--- config.mk ---
export PLATFORM = sky130hd
export DESIGN_NAME = nested_irq_ctrl
export DESIGN_NICKNAME = d
export VERILOG_FILES = /design/src/rtl/nic_pkg.sv /design/src/rtl/nic_cfg_table.sv /design/src/rtl/nic_prio_arb.sv /design/src/rtl/nic_ctx_stack.sv /design/src/rtl/nested_irq_ctrl.sv
export SDC_FILE = /design/constraint.sdc
export NUM_CORES = 1
export LEC_CHECK = 0
export ABC_CLOCK_PERIOD_IN_PS = 28400
export BUFFER_PORTS_ARGS = -buffer_cell sky130_fd_sc_hd__buf_2
export CORE_ASPECT_RATIO = 1.25
export CORE_MARGIN = 4
export CORE_UTILIZATION = 30
export DETAILED_ROUTE_END_ITERATION = 6
export GPL_ROUTABILITY_DRIVEN = 0
export HOLD_SLACK_MARGIN = 0.06
export REMOVE_ABC_BUFFERS = 1
export SLEW_MARGIN = 40
export SYNTH_ARGS = -nofsm -noshare
export SYNTH_HDL_FRONTEND = slang
export SYNTH_SLANG_ARGS = --single-unit
export TNS_END_PERCENT = 20
--- constraint.sdc ---
create_clock -name clk -period 28.4 [get_ports clk]
set_clock_uncertainty 0.05 [all_clocks]
set_input_delay 0 -clock clk [delete_from_list [all_inputs] [get_ports clk]]
set_output_delay 0 -clock clk [all_outputs]
set_load 0.1 [all_outputs]
--- src/rtl/nic_pkg.sv ---
package nic_pkg;
    typedef enum logic [1:0] {
        EV_NONE = 2'd0,
        EV_RET  = 2'd1,
        EV_TRAP = 2'd2,
        EV_IRQ  = 2'd3
    } nic_event_e;
endpackage

--- src/rtl/nic_cfg_table.sv ---
module nic_cfg_table #(
    parameter int NUM_SRC = 8,
    parameter int LVL_W   = 3,
    parameter int PC_W    = 16,
    localparam int IDX_W  = (NUM_SRC > 1) ? $clog2(NUM_SRC) : 1
) (
    input  logic                     clk,
    input  logic                     rst_n,
    input  logic                     we_i,
    input  logic [IDX_W-1:0]         idx_i,
    input  logic [LVL_W-1:0]         prio_i,
    input  logic [PC_W-1:0]          vec_i,
    output logic [NUM_SRC*LVL_W-1:0] prio_flat_o,
    output logic [NUM_SRC*PC_W-1:0]  vec_flat_o
);
    typedef struct packed {
        logic [NUM_SRC-1:0][LVL_W-1:0] prio;
        logic [NUM_SRC-1:0][PC_W-1:0]  vec;
    } tbl_t;

    tbl_t tbl_d, tbl_q;

    always_comb begin
        tbl_d = tbl_q;
        for (int i = 0; i < NUM_SRC; i++) begin
            if (we_i && (int'(idx_i) == i)) begin
                tbl_d.prio[i] = prio_i;
                tbl_d.vec[i]  = vec_i;
            end
        end
    end

    always_ff @(posedge clk) begin
        if (!rst_n) tbl_q <= '0;
        else        tbl_q <= tbl_d;
    end

    assign prio_flat_o = tbl_q.prio;
    assign vec_flat_o  = tbl_q.vec;
endmodule

--- src/rtl/nic_prio_arb.sv ---
module nic_prio_arb #(
    parameter int NUM_SRC = 8,
    parameter int LVL_W   = 3,
    localparam int IDX_W  = (NUM_SRC > 1) ? $clog2(NUM_SRC) : 1
) (
    input  logic [NUM_SRC-1:0]       req_i,
    input  logic [NUM_SRC*LVL_W-1:0] prio_flat_i,
    input  logic [LVL_W-1:0]         level_i,
    output logic                     win_valid_o,
    output logic [IDX_W-1:0]         win_id_o,
    output logic [LVL_W-1:0]         win_prio_o
);
    logic [NUM_SRC-1:0] elig;

    for (genvar g = 0; g < NUM_SRC; g++) begin : g_elig
        assign elig[g] = req_i[g] && (prio_flat_i[g*LVL_W +: LVL_W] > level_i);
    end

    always_comb begin
        win_valid_o = 1'b0;
        win_id_o    = '0;
        win_prio_o  = '0;
        for (int i = 0; i < NUM_SRC; i++) begin
            if (elig[i] && (!win_valid_o || prio_flat_i[i*LVL_W +: LVL_W] > win_prio_o)) begin
                win_valid_o = 1'b1;
                win_id_o    = IDX_W'(i);
                win_prio_o  = prio_flat_i[i*LVL_W +: LVL_W];
            end
        end
    end
endmodule

--- src/rtl/nic_ctx_stack.sv ---
module nic_ctx_stack #(
    parameter int DEPTH  = 8,
    parameter int ENT_W  = 20,
    localparam int CNT_W = $clog2(DEPTH + 1)
) (
    input  logic             clk,
    input  logic             rst_n,
    input  logic             push_i,
    input  logic             pop_i,
    input  logic [ENT_W-1:0] push_data_i,
    output logic [ENT_W-1:0] top_data_o,
    output logic             empty_o,
    output logic             full_o,
    output logic [CNT_W-1:0] count_o
);
    typedef struct packed {
        logic [DEPTH-1:0][ENT_W-1:0] mem;
        logic [CNT_W-1:0]            cnt;
    } stk_t;

    stk_t stk_d, stk_q;

    assign empty_o = (stk_q.cnt == '0);
    assign full_o  = (stk_q.cnt == CNT_W'(DEPTH));
    assign count_o = stk_q.cnt;

    always_comb begin
        top_data_o = '0;
        for (int i = 0; i < DEPTH; i++) begin
            if (int'(stk_q.cnt) == i + 1) top_data_o = stk_q.mem[i];
        end
    end

    always_comb begin
        stk_d = stk_q;
        if (push_i && !full_o) begin
            for (int i = 0; i < DEPTH; i++) begin
                if (int'(stk_q.cnt) == i) stk_d.mem[i] = push_data_i;
            end
            stk_d.cnt = stk_q.cnt + 1'b1;
        end else if (pop_i && !empty_o) begin
            stk_d.cnt = stk_q.cnt - 1'b1;
        end
    end

    always_ff @(posedge clk) begin
        if (!rst_n) stk_q <= '0;
        else        stk_q <= stk_d;
    end
endmodule

--- src/rtl/nested_irq_ctrl.sv ---
module nested_irq_ctrl
    import nic_pkg::*;
#(
    parameter int NUM_SRC          = 8,
    parameter int LVL_W            = 3,
    parameter int PC_W             = 16,
    parameter int STACK_DEPTH      = 8,
    parameter logic [15:0] TRAP_VEC = 16'h0080,
    localparam int IDX_W = (NUM_SRC > 1) ? $clog2(NUM_SRC) : 1,
    localparam int CNT_W = $clog2(STACK_DEPTH + 1)
) (
    input  logic               clk,
    input  logic               rst_n,
    input  logic [NUM_SRC-1:0] irq_req_i,
    input  logic               cfg_we_i,
    input  logic [IDX_W-1:0]   cfg_idx_i,
    input  logic [LVL_W-1:0]   cfg_prio_i,
    input  logic [PC_W-1:0]    cfg_vec_i,
    input  logic [PC_W-1:0]    pc_i,
    input  logic               rfi_i,
    input  logic               trap_i,
    output logic               pc_load_o,
    output logic [PC_W-1:0]    pc_new_o,
    output logic [LVL_W-1:0]   psr_level_o,
    output logic               psr_priv_o,
    output logic               irq_taken_o,
    output logic [IDX_W-1:0]   irq_id_o,
    output logic [CNT_W-1:0]   depth_o,
    output logic               ovf_err_o,
    output logic               unf_err_o
);
    localparam int ENT_W = PC_W + 1 + LVL_W;

    typedef struct packed {
        logic [PC_W-1:0]  pc;
        logic             priv;
        logic [LVL_W-1:0] lvl;
    } ctx_t;

    typedef struct packed {
        logic [LVL_W-1:0] lvl;
        logic             priv;
        logic             pc_load;
        logic [PC_W-1:0]  pc_new;
        logic             taken;
        logic [IDX_W-1:0] id;
        logic             ovf;
        logic             unf;
    } state_t;

    state_t st_d, st_q;

    logic [NUM_SRC*LVL_W-1:0] prio_flat;
    logic [NUM_SRC*PC_W-1:0]  vec_flat;
    logic                     win_valid;
    logic [IDX_W-1:0]         win_id;
    logic [LVL_W-1:0]         win_prio;
    logic                     stk_push, stk_pop, stk_empty, stk_full;
    ctx_t                     push_ctx, top_ctx;
    logic [ENT_W-1:0]         top_raw;
    nic_event_e               ev;

    nic_cfg_table #(.NUM_SRC(NUM_SRC), .LVL_W(LVL_W), .PC_W(PC_W)) u_cfg (
        .clk(clk), .rst_n(rst_n), .we_i(cfg_we_i), .idx_i(cfg_idx_i),
        .prio_i(cfg_prio_i), .vec_i(cfg_vec_i),
        .prio_flat_o(prio_flat), .vec_flat_o(vec_flat)
    );

    nic_prio_arb #(.NUM_SRC(NUM_SRC), .LVL_W(LVL_W)) u_arb (
        .req_i(irq_req_i), .prio_flat_i(prio_flat), .level_i(st_q.lvl),
        .win_valid_o(win_valid), .win_id_o(win_id), .win_prio_o(win_prio)
    );

    nic_ctx_stack #(.DEPTH(STACK_DEPTH), .ENT_W(ENT_W)) u_stk (
        .clk(clk), .rst_n(rst_n), .push_i(stk_push), .pop_i(stk_pop),
        .push_data_i(push_ctx), .top_data_o(top_raw),
        .empty_o(stk_empty), .full_o(stk_full), .count_o(depth_o)
    );

    assign top_ctx  = ctx_t'(top_raw);
    assign push_ctx = '{pc: pc_i, priv: st_q.priv, lvl: st_q.lvl};

    // one event per cycle: return, then trap, then interrupt
    always_comb begin
        if (rfi_i)          ev = EV_RET;
        else if (trap_i)    ev = EV_TRAP;
        else if (win_valid) ev = EV_IRQ;
        else                ev = EV_NONE;
    end

    always_comb begin
        st_d         = st_q;
        st_d.pc_load = 1'b0;
        st_d.taken   = 1'b0;
        stk_push     = 1'b0;
        stk_pop      = 1'b0;
        unique case (ev)
            EV_RET: begin
                if (stk_empty) begin
                    st_d.unf = 1'b1;
                end else begin
                    stk_pop      = 1'b1;
                    st_d.lvl     = top_ctx.lvl;
                    st_d.priv    = top_ctx.priv;
                    st_d.pc_new  = top_ctx.pc;
                    st_d.pc_load = 1'b1;
                end
            end
            EV_TRAP: begin
                if (stk_full) begin
                    st_d.ovf = 1'b1;
                end else begin
                    stk_push     = 1'b1;
                    st_d.priv    = 1'b1;
                    st_d.pc_new  = PC_W'(TRAP_VEC);
                    st_d.pc_load = 1'b1;
                end
            end
            EV_IRQ: begin
                if (stk_full) begin
                    st_d.ovf = 1'b1;
                end else begin
                    stk_push     = 1'b1;
                    st_d.lvl     = win_prio;
                    st_d.priv    = 1'b1;
                    st_d.pc_new  = vec_flat[int'(win_id)*PC_W +: PC_W];
                    st_d.pc_load = 1'b1;
                    st_d.taken   = 1'b1;
                    st_d.id      = win_id;
                end
            end
            default: ;
        endcase
    end

    always_ff @(posedge clk) begin
        if (!rst_n) st_q <= '0;
        else        st_q <= st_d;
    end

    assign pc_load_o   = st_q.pc_load;
    assign pc_new_o    = st_q.pc_new;
    assign psr_level_o = st_q.lvl;
    assign psr_priv_o  = st_q.priv;
    assign irq_taken_o = st_q.taken;
    assign irq_id_o    = st_q.id;
    assign ovf_err_o   = st_q.ovf;
    assign unf_err_o   = st_q.unf;
endmodule

==> flow_metrics.env <==
export IMPL_period_needed_ns=13.74
export IMPL_cp_depth=57
export IMPL_path_class="reg -> reg"
export IMPL_die_height_um=265
export IMPL_die_area_mm2=0.0565
export IMPL_crit_path_end_kind="flop"
export IMPL_use_met3_pct=2.81
export IMPL_grt_max_degree=161
export IMPL_start_util_pct=30.5
export IMPL_syn_inst=2031
export IMPL_ant_nets=0
export IMPL_path_max_fanout=45
export IMPL_nets=2146
export IMPL_drt_total_wl_um=52800
export IMPL_cts_resized=0
export IMPL_async_flop_share_pct=0
export IMPL_syn_area_mm2=0.0158
export IMPL_io_buffers=81
export IMPL_use_met2_pct=30.5
export IMPL_synth_cell_type_count=73
export IMPL_avgViaCountPerCell=5.34
export IMPL_crit_required_ns=28.77
export IMPL_cts_buffers=37
export IMPL_grt_overflow=0
export IMPL_area_growth_pct=15.9
export IMPL_slew_violations=0
export IMPL_clock_latency_ns=0.55
export IMPL_min_period_over_period_pct=48.4
export IMPL_multi_input_area_mm2=0.00817
export IMPL_p_leak_nw=6.30
export IMPL_r2r_cells=57
export IMPL_setup_tns_ns=0
export IMPL_ys_warn_count=0
export IMPL_htree_levels=2
export IMPL_holdBufCountCts=44
export IMPL_tightest_slew_ns=0.814
export IMPL_met1_usage_pct=23.2
export IMPL_grt_total_usage_pct=18.2
export IMPL_antenna_cells=0
export IMPL_vias=14600
export IMPL_power_w=0.00182
export IMPL_crit_top_cell="ha_1"
export IMPL_max_clock_freq_mhz=72.8
export IMPL_relSlewSlack_pct=45.4
export IMPL_clock_root_buffer="clkbuf_16"
export IMPL_cts_sinks=343
export IMPL_hold_path_class="in -> reg"
export IMPL_antenna_found_initial=1
export IMPL_status="complete, no violations"
export IMPL_fillCellCount=5381
export IMPL_clockBufferDepth=3
export IMPL_vdd_drop_max_mv=0.0662
export IMPL_rows=93
export IMPL_hpwl_um=33300
export IMPL_cts_tree="built"
export IMPL_wire_per_inst_um=19.3
export IMPL_hold_ws_ns=0.109
export IMPL_synth_edf_count=0
export IMPL_grt_pass1_vias=14400
export IMPL_grt_pass1_wl_um=82200
export IMPL_drt_pass1_iterations=6
export IMPL_setup_viol=0
export IMPL_powerDensity_mw_per_mm2=99.1
export IMPL_rsz0062_at_grt="false"
export IMPL_maxCapViolations=0
export IMPL_coreArea_mm2=0.0519
export IMPL_crit_slowest_cell="buf_4"
export IMPL_drive_gt1_share_pct=12.4
export IMPL_critical_path_buf_inv_count=4
export IMPL_ios=82
export IMPL_hold_viol=0
export IMPL_final_common_cell="nand2_1"
export IMPL_clkTransAtPathRegs_ns=0.06
export IMPL_seq_area_frac_synth_pct=43.4
export IMPL_max_stage_delay_ns=0.60
export IMPL_synth_seq_cells=343
export IMPL_most_common_layout_cells="660 x nand2_1, 355 x a21oi_1, 343 x dfxtp_1, 81 x buf_2, 49 x o21ai_0"
export IMPL_dp_slack_ns=15.52
export IMPL_path_delay_family="compound AO/OA/AOI/OAI gates"
export IMPL_syn_area_per_cell_um2=7.79
export IMPL_drc=0
export IMPL_critPathArrivalTime_ns=14.11
export IMPL_critPathLaunchType="flop"
export IMPL_worst_slack_ns=14.66
export IMPL_first_iter_violations=1345
export IMPL_grt_busiest_layer="met2"
export IMPL_die_x_um=213
export IMPL_regArea_mm2=0.00687
export IMPL_synth_ff_type="dfxtp_1"
export IMPL_cts_setup_buffers=0
export IMPL_min_path_cells=5
sequential cells by signal, indices dropped and copies added, names as in the netlist:
signal,cells
psr_level_o,3
u_cfg.vec_flat_o,128
psr_priv_o,1
u_stk.stk_q,160
irq_id_o,3
ovf_err_o,1
u_stk.count_o,4
u_cfg.prio_flat_o,24
unf_err_o,1
irq_taken_o,1
pc_new_o,16
pc_load_o,1
report_power, final:
part	total [W]	switching [W]	internal (W)
clock network	0.000491	0.000203	0.000287
registers	0.000558	0.0000397	0.000519
logic	0.000769	0.000533	0.000236
total	0.00182	0.000776	0.00104
cells by family after synthesis:
group	Yosys count	share of synthesized area, %
adders and majority gates	48	3.84
xor gates and xnor gates	3	0.166
AOI/OAI and AO/OA	559	21.2
DFF	343	43.4
buffers and inverters	217	5.89
muxes	61	5.13
and+or+nand+nor	800	20.4
final cells by class:
type | count | area share [%]
inverters | 43 | 0.948
multi-input cells | 1471 | 44.6
well taps | 665 | 4.54
repair buffers | 151 | 5.76
flip-flops and latches | 343 | 37.4
clock buffers | 54 | 5.95
clock inverters | 12 | 0.805
layer usage:
| metal | wire length, um | up-vias | part of all wire [%] |
|---|---|---|---|
| li1 | - | 6925 | - |
| met1 | 21800 | 6984 | 41 |
| met2 | 25200 | 575 | 48 |
| met3 | 3540 | 140 | 6.7 |
| met4 | 2380 | 0 | 4.5 |
| met5 | 0 | - | 0 |
per-stage QoR:
step / instance area, um^2 / util, % / std cells
after detailed placement: 16600 / 32.1 / 2629
after global routing: 18300 / 35.3 / 2739
after floorplan: 15000 / - / 1857
final: 18300 / 35.3 / 2739
after global placement: 16500 / 31.9 / 2626
after CTS: 18300 / 35.3 / 2739
cell usage after synthesis, drive strengths merged, types with 5 or more instances:
library cell / n / area [um^2]
nand3: 15 / 75.1
dfxtp: 343 / 6870
or2: 9 / 56.3
nor2: 38 / 143
a22o: 20 / 175
mux2i: 26 / 260
clkbuf: 124 / 480
a221oi: 24 / 210
and3: 15 / 93.8
a22oi: 24 / 180
ha: 47 / 588
o221ai: 5 / 43.8
nand2b: 11 / 68.8
nand2: 672 / 2520
o211ai: 9 / 67.6
a31oi: 18 / 113
inv: 43 / 161
mux2: 22 / 248
nor2b: 12 / 75.1
nor3: 14 / 70.1
a21oi: 358 / 1810
buf: 50 / 290
o21ai: 55 / 287
mux4: 13 / 304
worst paths after layout:
kind / startpoint / slack, ns / endpoint
worst max register to register: psr_level_o[1] / 14.66 / pc_new_o[7]
worst max-delay path: psr_level_o[1] / 14.66 / pc_new_o[7]
worst min-delay path: cfg_we_i / 0.11 / u_cfg.vec_flat_o[6]
worst min register to register: u_stk.stk_q[152] / 0.40 / u_stk.stk_q[152]
worst reg2reg max path, delay by kind of cell (launching register included):
family                   cells  cell delay, ns
flip-flops                   1            0.55
AO/OA/AOI/OAI               30            5.53
buffers and inverters        4            1.55
multiplexers                 3            1.43
AND/OR/NAND/NOR             12            2.00
adder cells (fa/ha/maj)      8            2.51
Note: power is estimated with default switching activity, not from simulation.
